[src/rtl/cfg_port_bridge.sv]
module cfg_port_bridge #(
  parameter int unsigned IO_AW = 16,
  parameter logic [IO_AW-1:0] ADDR_PORT = 'hCF8,
  parameter logic [IO_AW-1:0] DATA_PORT = 'hCFC
) (
  input  logic             clk,
  input  logic             rst_n,
  input  logic             io_req,
  input  logic             io_we,
  input  logic [IO_AW-1:0] io_addr,
  input  logic [3:0]       io_be,
  input  logic [31:0]      io_wdata,
  output logic [31:0]      io_rdata,
  output logic             io_ready,
  output logic             io_claim,
  output logic             cfg_req_valid,
  output logic             cfg_req_write,
  output logic [7:0]       cfg_bus,
  output logic [4:0]       cfg_dev,
  output logic [2:0]       cfg_fn,
  output logic [5:0]       cfg_dw,
  output logic [3:0]       cfg_be,
  output logic [31:0]      cfg_wdata,
  input  logic             cfg_rsp_valid,
  input  logic [31:0]      cfg_rsp_rdata,
  input  logic             cfg_rsp_absent
);
  localparam logic [31:0] ONES = '1;

  logic        en_q;
  logic [7:0]  bus_q, off_q;
  logic [4:0]  dev_q;
  logic [2:0]  fn_q;
  logic        busy, req_we;
  logic [3:0]  req_be;
  logic [31:0] req_wdata;

  wire hit_addr = io_req && (io_addr[IO_AW-1:2] == ADDR_PORT[IO_AW-1:2]);
  wire hit_data = io_req && (io_addr[IO_AW-1:2] == DATA_PORT[IO_AW-1:2]);
  wire start    = hit_data && en_q && !busy;
  wire done     = busy && cfg_rsp_valid;
  wire [31:0] addr_rd = {en_q, 7'b0, bus_q, dev_q, fn_q, off_q};

  always_ff @(posedge clk) begin
    if (!rst_n) begin
      en_q  <= 1'b0;
      bus_q <= '0;
      dev_q <= '0;
      fn_q  <= '0;
      off_q <= '0;
    end else if (hit_addr && io_we && !busy) begin
      if (io_be[0]) off_q <= io_wdata[7:0];
      if (io_be[1]) {dev_q, fn_q} <= io_wdata[15:8];
      if (io_be[2]) bus_q <= io_wdata[23:16];
      if (io_be[3]) en_q <= io_wdata[31];
    end
  end

  always_ff @(posedge clk) begin
    if (!rst_n) begin
      busy      <= 1'b0;
      req_we    <= 1'b0;
      req_be    <= '0;
      req_wdata <= '0;
    end else if (start) begin
      busy      <= 1'b1;
      req_we    <= io_we;
      req_be    <= io_be;
      req_wdata <= io_wdata;
    end else if (done) begin
      busy <= 1'b0;
    end
  end

  assign io_claim = hit_addr || hit_data;
  assign io_ready = done || (!busy && (hit_addr || (hit_data && !en_q)));

  always_comb begin
    io_rdata = '0;
    if (done && !req_we)
      io_rdata = cfg_rsp_absent ? ONES : cfg_rsp_rdata;
    else if (!busy && hit_addr && !io_we)
      io_rdata = addr_rd;
    else if (!busy && hit_data && !en_q && !io_we)
      io_rdata = ONES;
  end

  assign cfg_req_valid = busy;
  assign cfg_req_write = req_we;
  assign cfg_bus       = bus_q;
  assign cfg_dev       = dev_q;
  assign cfg_fn        = fn_q;
  assign cfg_dw        = off_q[7:2];
  assign cfg_be        = req_be;
  assign cfg_wdata     = req_wdata;
endmodule

[config.mk]
export PLATFORM = sky130hd
export DESIGN_NAME = cfg_port_bridge
export DESIGN_NICKNAME = d
export VERILOG_FILES = /design/src/rtl/cfg_port_bridge.sv
export SDC_FILE = /design/constraint.sdc
export NUM_CORES = 1
export LEC_CHECK = 0
export BUFFER_PORTS_ARGS = -buffer_cell sky130_fd_sc_hd__buf_2
export CORE_ASPECT_RATIO = 1.5
export CORE_MARGIN = 10
export CORE_UTILIZATION = 44
export CTS_BUF_LIST = sky130_fd_sc_hd__clkbuf_8
export DETAILED_ROUTE_END_ITERATION = 6
export PLACE_DENSITY_LB_ADDON = 0.2
export SKIP_LAST_GASP = 1
export SLEW_MARGIN = 20
export SYNTH_ARGS = -nofsm -noshare
export SYNTH_HDL_FRONTEND = slang
export SYNTH_SLANG_ARGS = --single-unit
[constraint.sdc]
create_clock -name clk -period 2.3 [get_ports clk]
set_input_delay 0.115 -clock clk [delete_from_list [all_inputs] [get_ports clk]]
set_output_delay 0.115 -clock clk [all_outputs]
set_load 0.03 [all_outputs]
==> flow_summary.ini, run 1 <==
[outcome]
status = complete, no violations

[global_routing]
grt_overflow_total = 0
antenna_found_initial = 1
grt_pass1_vias = 3649
use_met2 = 0.3456
grt_pass1_wl_mm = 18.42
grt_util_met3 = 0.08203
busiest_layer = met2
use_met1 = 0.2051
grt_max_degree = 50
grt_usage = 0.2000

[timing]
post-route-min-period_ns = 2.175
rsz0062_at_grt = false
final.setup.tns_ns = 0
report.final.slew_viol_count = 0
relSlewSlack = 0.5816
fmax_mhz = 459.7
setup_violations = 0
fin_crit_sh = 0.9458
hold_viol = 0
worst_pin_slew_ns = 0.6276
clock_skew_ns = 0.004135

[clock_tree]
hold_buffers = 0
clkTransAtPathRegs_ns = 0.06
h-tree-depth = 3
cts_buffers = 9
insertion_delay_ns = 0.34
cts_buffer_depth = 2
numClockSinks = 63
cts_tree = yes
root_buffer = clkbuf_8

[detailed_routing]
drc_errors = 0
drtAntennaViolNets = 0
drt-total-wl_mm = 11.81
drt_iter0_markers = 230
drtPass1Iterations = 4
wl_per_cell_um = 16.75
vias = 3554
viasPerCell = 5.041

[synth]
netlist_area_um2 = 3226
syn_avg_cell_area_um2 = 7.590
muxShareOfSynthArea = 0.1552
synth_compound_area_frac = 0.1020
syn-num-nets = 515
yosys_warnings = 0
synth_cell_types = 31
synth-xor-area-share = 0
yosys.area_share.simple = 0.2909
synth_top_family_by_area = simple AND/OR/NAND/NOR gates
synthCells = 425
synth_fa_ha_area_frac = 0
ys_ff_latch = 63
ys_seq_area_frac = 0.3910

[worst_setup_path]
r2r_start = cfg_req_valid$_SDFFE_PN0P_
crit_path_max_incr_delay_ns = 0.43
crit_family = simple AND/OR/NAND/NOR gates
crit_type = reg -> out
critPathBufInv = 4
arrival_ns = 2.06
crit_top_cell = buf_4
path_max_fanout = 6
path_cells = or3b_4 -> nor4_4 -> buf_4 -> buf_4 -> buf_4 -> nand3_1 -> nand2_1 -> buf_4
r2r_end = cfg_dev[4]$_SDFFE_PN0P_
cp_slowest_cell = or3b_4
critPathCaptureType = output port
cp-start-kind = flop
reg2reg_depth = 5
r2r_setup_slack_ns = 0.28
path_depth = 8
required_ns = 2.18

[layout]
synthToLayoutAreaGrowth_pct = 42.47
final_cell_mix = 170 x buf_2, 105 x nand2_1, 63 x dfxtp_1
drive_gt1_frac = 0.3808
layout.cells.non_filler = 705
final_common_cell = buf_2
layout.nets = 689

[placed_design]
place_hpwl_mm = 8.744
numPlacedInstances = 681
portBuffers = 181
gp_congestion = 0.8443

[worst_hold_path]
hold_depth = 3
hold_path_end = cfg_wdata[30]$_SDFFE_PN0P_
hold_start = io_wdata[30]
min_path_type = in -> reg

[floorplanning]
start_util = 0.4493
ios = 184
die_width_um = 89.91
core_um2 = 7179
die_h_um = 124.9
die-area_um2 = 11230
rows = 38

[power_and_ir_drop]
powerDensity_nw_per_um2 = 492.7
cellLeakagePower_nw = 2.288
vdd_drop_max_mv = 0.3692

[job]
drv_cap = 0
stage by stage:
stage / hold WS, ns / instance area (µm²) / util / total power [mW] / setup WS, ns
6_report: 0.03412 / 4596 / 0.6401 / 2.264 / 0.1246
5_1_grt: 0.02911 / 4596 / 0.6401 / 2.353 / 0.009477
4_1_cts: 0.01196 / 4593 / 0.6398 / 2.290 / 0.009976
3_5_place_dp: 0.3800 / 4279 / 0.5960 / 1.287 / 0.1340
3_3_place_gp: 0.3760 / 4279 / 0.5960 / 1.282 / 0.1669
2_1_floorplan: 0.2651 / 3232 / - / 1.189 / 0.1283
report_power, final:
group | internal, mW | leakage [nW] | switching [mW]
clock network | 0.582 | 0.114 | 0.417
logic | 0.0762 | 1.67 | 0.0990
registers | 1.09 | 0.507 | 0.00000301
total | 1.75 | 2.29 | 0.516
registers in the layout, summed over array words and instances, names as in the netlist:
signal,cells
cfg_bus,8
cfg_req_write,1
cfg_dev,5
cfg_fn,3
off_q,8
en_q,1
cfg_be,4
cfg_wdata,32
cfg_req_valid,1
logic make-up after synthesis:
family / count (synthesis)
mux: 50
compound gates: 59
flops: 63
simple gates: 211
buf+inv: 42
routing by layer:
| metal | part of all wire | wire length [µm] |
|---|---|---|
| met3 | 0.088 | 1039 |
| met5 | 0 | 0 |
| met1 | 0.39 | 4602 |
| met2 | 0.50 | 5879 |
| met4 | 0.024 | 284 |
cell usage after synthesis:
cell type  count  share of area
a21bo_2        1         0.0031
a21oi_1       37          0.057
and2_1         1         0.0019
and3_1         1         0.0019
buf_1          5         0.0058
buf_2          1         0.0016
buf_4          8          0.019
buf_6          1         0.0035
clkbuf_1      26          0.030
dfxtp_1       63           0.39
inv_1          1         0.0012
mux2i_1       50           0.16
nand2_1      105           0.12
nand2b_1       1         0.0019
nand3_1       38          0.059
nand3b_1       1         0.0023
nand4_1        1         0.0019
nor2_1        51          0.059
nor2_8         1         0.0062
nor2b_1        2         0.0039
nor3_4         2          0.010
nor3b_1        1         0.0023
nor4_1         2         0.0039
o21a_1         1         0.0023
o21ai_0       12          0.019
o21ai_1        1         0.0016
o31a_1         7          0.019
or3b_2         1         0.0027
or4_4          1         0.0035
or4b_4         1         0.0043
or4bb_1        1         0.0035
worst max path at each step:
stage,startpoint,end,slack [ns]
2_1_floorplan,cfg_req_valid$_SDFFE_PN0P_,io_rdata[15],0.13
3_5_place_dp,io_addr[9],cfg_wdata[2]$_SDFFE_PN0P_,0.13
4_1_cts,cfg_req_valid$_SDFFE_PN0P_,io_rdata[22],0.01
6_report,cfg_req_valid$_SDFFE_PN0P_,io_rdata[22],0.12
3_3_place_gp,io_addr[12],cfg_dev[0]$_SDFFE_PN0P_,0.17
5_1_grt,cfg_req_valid$_SDFFE_PN0P_,io_rdata[18],0.009
cell type report:
type	instances	area, µm²
flip-flops and latches	63	1261
well taps	100	125.1
inverters	1	3.754
fillers	650	2584
clock buffers	12	165.2
diodes	1	2.502
clock inverters	4	43.79
repair buffers	204	1189
multi-input cells	320	1805
tightest hold or removal path, delay by kind of cell:
family	cells	cell delay [ns]
AOI/OAI and AO/OA	1	0.06
buffers and inverters	1	0.10
and+or+nand+nor	1	0.06
timing repair:
item	4_1_cts	5_1_grt
cloned	1	0
gates resized for setup	17	0
setup endpoints to repair	30	32
pin swaps	1	1
setup buffers	6	0
Note: power is estimated with default switching activity, not from simulation.
==> run 2: changes to the inputs <==
--- a/config.mk
+++ b/config.mk
@@ -11,7 +11,8 @@
 export CORE_UTILIZATION = 44
 export CTS_BUF_LIST = sky130_fd_sc_hd__clkbuf_8
 export DETAILED_ROUTE_END_ITERATION = 6
-export PLACE_DENSITY_LB_ADDON = 0.2
+export PLACE_DENSITY = 0.89
+export REMOVE_ABC_BUFFERS = 1
 export SKIP_LAST_GASP = 1
 export SLEW_MARGIN = 20
 export SYNTH_ARGS = -nofsm -noshare
==> flow_summary.ini, run 2 (synthesis gave the netlist of run 1 again) <==
[job]
drv_cap = 0

[floorplanning]
ios = 184
die-area_um2 = 11230
start_util = 0.4493
rows = 38
die_width_um = 89.91
core_um2 = 7179
die_h_um = 124.9

[timing]
hold_viol = 0
rsz0062_at_grt = true
post-route-min-period_ns = 2.257
setup_violations = 0
fin_crit_sh = 0.9811
worst_pin_slew_ns = 0.6564
fmax_mhz = 443.1
clock_skew_ns = 0.008590
relSlewSlack = 0.5624
report.final.slew_viol_count = 0

[detailed_routing]
drc_errors = 0
drtAntennaViolNets = 0
wl_per_cell_um = 16.97
drt_iter0_markers = 224
drtPass1Iterations = 4
drt-total-wl_mm = 11.88
viasPerCell = 5.259
vias = 3681

[clock_tree]
numClockSinks = 63
insertion_delay_ns = 0.32
cts_tree = yes
cts_buffer_depth = 2
cts_buffers = 9
root_buffer = clkbuf_8
clkTransAtPathRegs_ns = 0.07
h-tree-depth = 3
hold_buffers = 0

[placed_design]
post_dp_cell_area_um2 = 4235
portBuffers = 181
place_hpwl_mm = 8.848
numPlacedInstances = 681
gp_congestion = 0.8293

[worst_setup_path]
crit_type = reg -> out
path_cells = or3b_4 -> nor4_4 -> buf_6 -> buf_12 -> clkbuf_16 -> a21oi_1 -> nand2_1 -> buf_2
crit_path_max_incr_delay_ns = 0.40
cp-start-kind = flop
critPathCaptureType = output port
critPathBufInv = 4
crit_family = simple AND/OR/NAND/NOR gates
r2r_setup_slack_ns = 0.21
path_max_fanout = 7
arrival_ns = 2.14
required_ns = 2.18
cp_slowest_cell = or3b_4

[layout]
synthToLayoutAreaGrowth_pct = 41.27
largest_reg_flops = 32
layout.nets = 686
drive_gt1_frac = 0.3773
layout.cells.non_filler = 700
final_common_cell = buf_2
num-fill-cells = 612
final_area_um2 = 4557
final_cell_mix = 171 x buf_2, 105 x nand2_1, 62 x dfxtp_1

[global_routing]
grt_pass1_wl_mm = 17.88
grt_usage = 0.1893
antenna_found_initial = 1
grt_overflow_total = 0
grt_max_degree = 44
grt_pass1_vias = 3620

[power_and_ir_drop]
cellLeakagePower_nw = 2.255
powerDensity_nw_per_um2 = 477.2
vdd_drop_max_mv = 0.6072

[worst_hold_path]
min_path_type = in -> reg

[outcome]
status = complete, no violations
## run 2: changes by cell type in the layout (fill, tap and decap cells not counted), moves of 2 or more
cell and change:
buf_4 -9, clkbuf_4 +3, buf_6 +2, clkbuf_8 -2
## run 2: area by class of cell
type                       instances  area (µm²)  area share
antenna                            1       2.502   0.0005491
tap                              100       125.1     0.02746
clock inverter                     4       47.55     0.01043
timing repair buffer             201        1176      0.2581
sequential                        63        1265      0.2776
multi-input combinational        320        1799      0.3948
clock buffer                      10       137.6     0.03020
inverter                           1       3.754   0.0008237
## run 2: path summary, 6_finish.rpt
path                                end                  startpoint  cells past startpoint
max                         io_rdata[9]  cfg_req_valid$_SDFFE_PN0P_                      8
min          cfg_wdata[28]$_SDFFE_PN0P_                io_wdata[28]                      3
max reg2reg     cfg_bus[0]$_SDFFE_PN0P_  cfg_req_valid$_SDFFE_PN0P_                      5
min reg2reg   cfg_wdata[5]$_SDFFE_PN0P_   cfg_wdata[5]$_SDFFE_PN0P_                      2
## run 2: worst reg2reg max path, cell delays in order, from the launching register on
cell and delay, ns:
dfxtp_4 0.36, or3b_4 0.40, or4_4 0.57, nor3_4 0.20, buf_4 0.22, mux2i_1 0.26
## run 2: repair_timing
action                                  CTS  global route
resized for setup                         1            27
buffers inserted                          1             1
endpoints found under the setup margin   21            32
hold endpoints to repair                  0             0
pin swaps                                 0             3
gates cloned                              0             2
## run 2: metal layers
layer	track usage	wire, µm
met1	0.1899	4230
met3	0.06031	955
met4	0.06391	261
met2	0.3551	6433
met5	0	0
## run 2: power breakdown
group | internal, mW | switching (mW) | leakage (nW) | total, mW
Clock | 0.514 | 0.394 | 0.0940 | 0.908
Combinational | 0.0774 | 0.0996 | 1.65 | 0.177
Sequential | 1.09 | 0.00000281 | 0.508 | 1.09
## run 2: metrics by stage
stage / hold WS, ns / TNS [ns] / setup slack, ns / total power, mW / util
finish: 0.04947 / 0 / 0.04341 / 2.174 / 0.6347
global route: 0.04066 / -0.2499 / -0.04919 / 2.262 / 0.6347
CTS: 0.02915 / 0 / 0.009888 / 2.197 / 0.6173
detailed placement: 0.3780 / 0 / 0.06845 / 1.288 / 0.5899
global placement: 0.3737 / 0 / 0.1495 / 1.280 / 0.5899
floorplan: 0.2325 / -206.01 / -4.233 / 1.160 / -
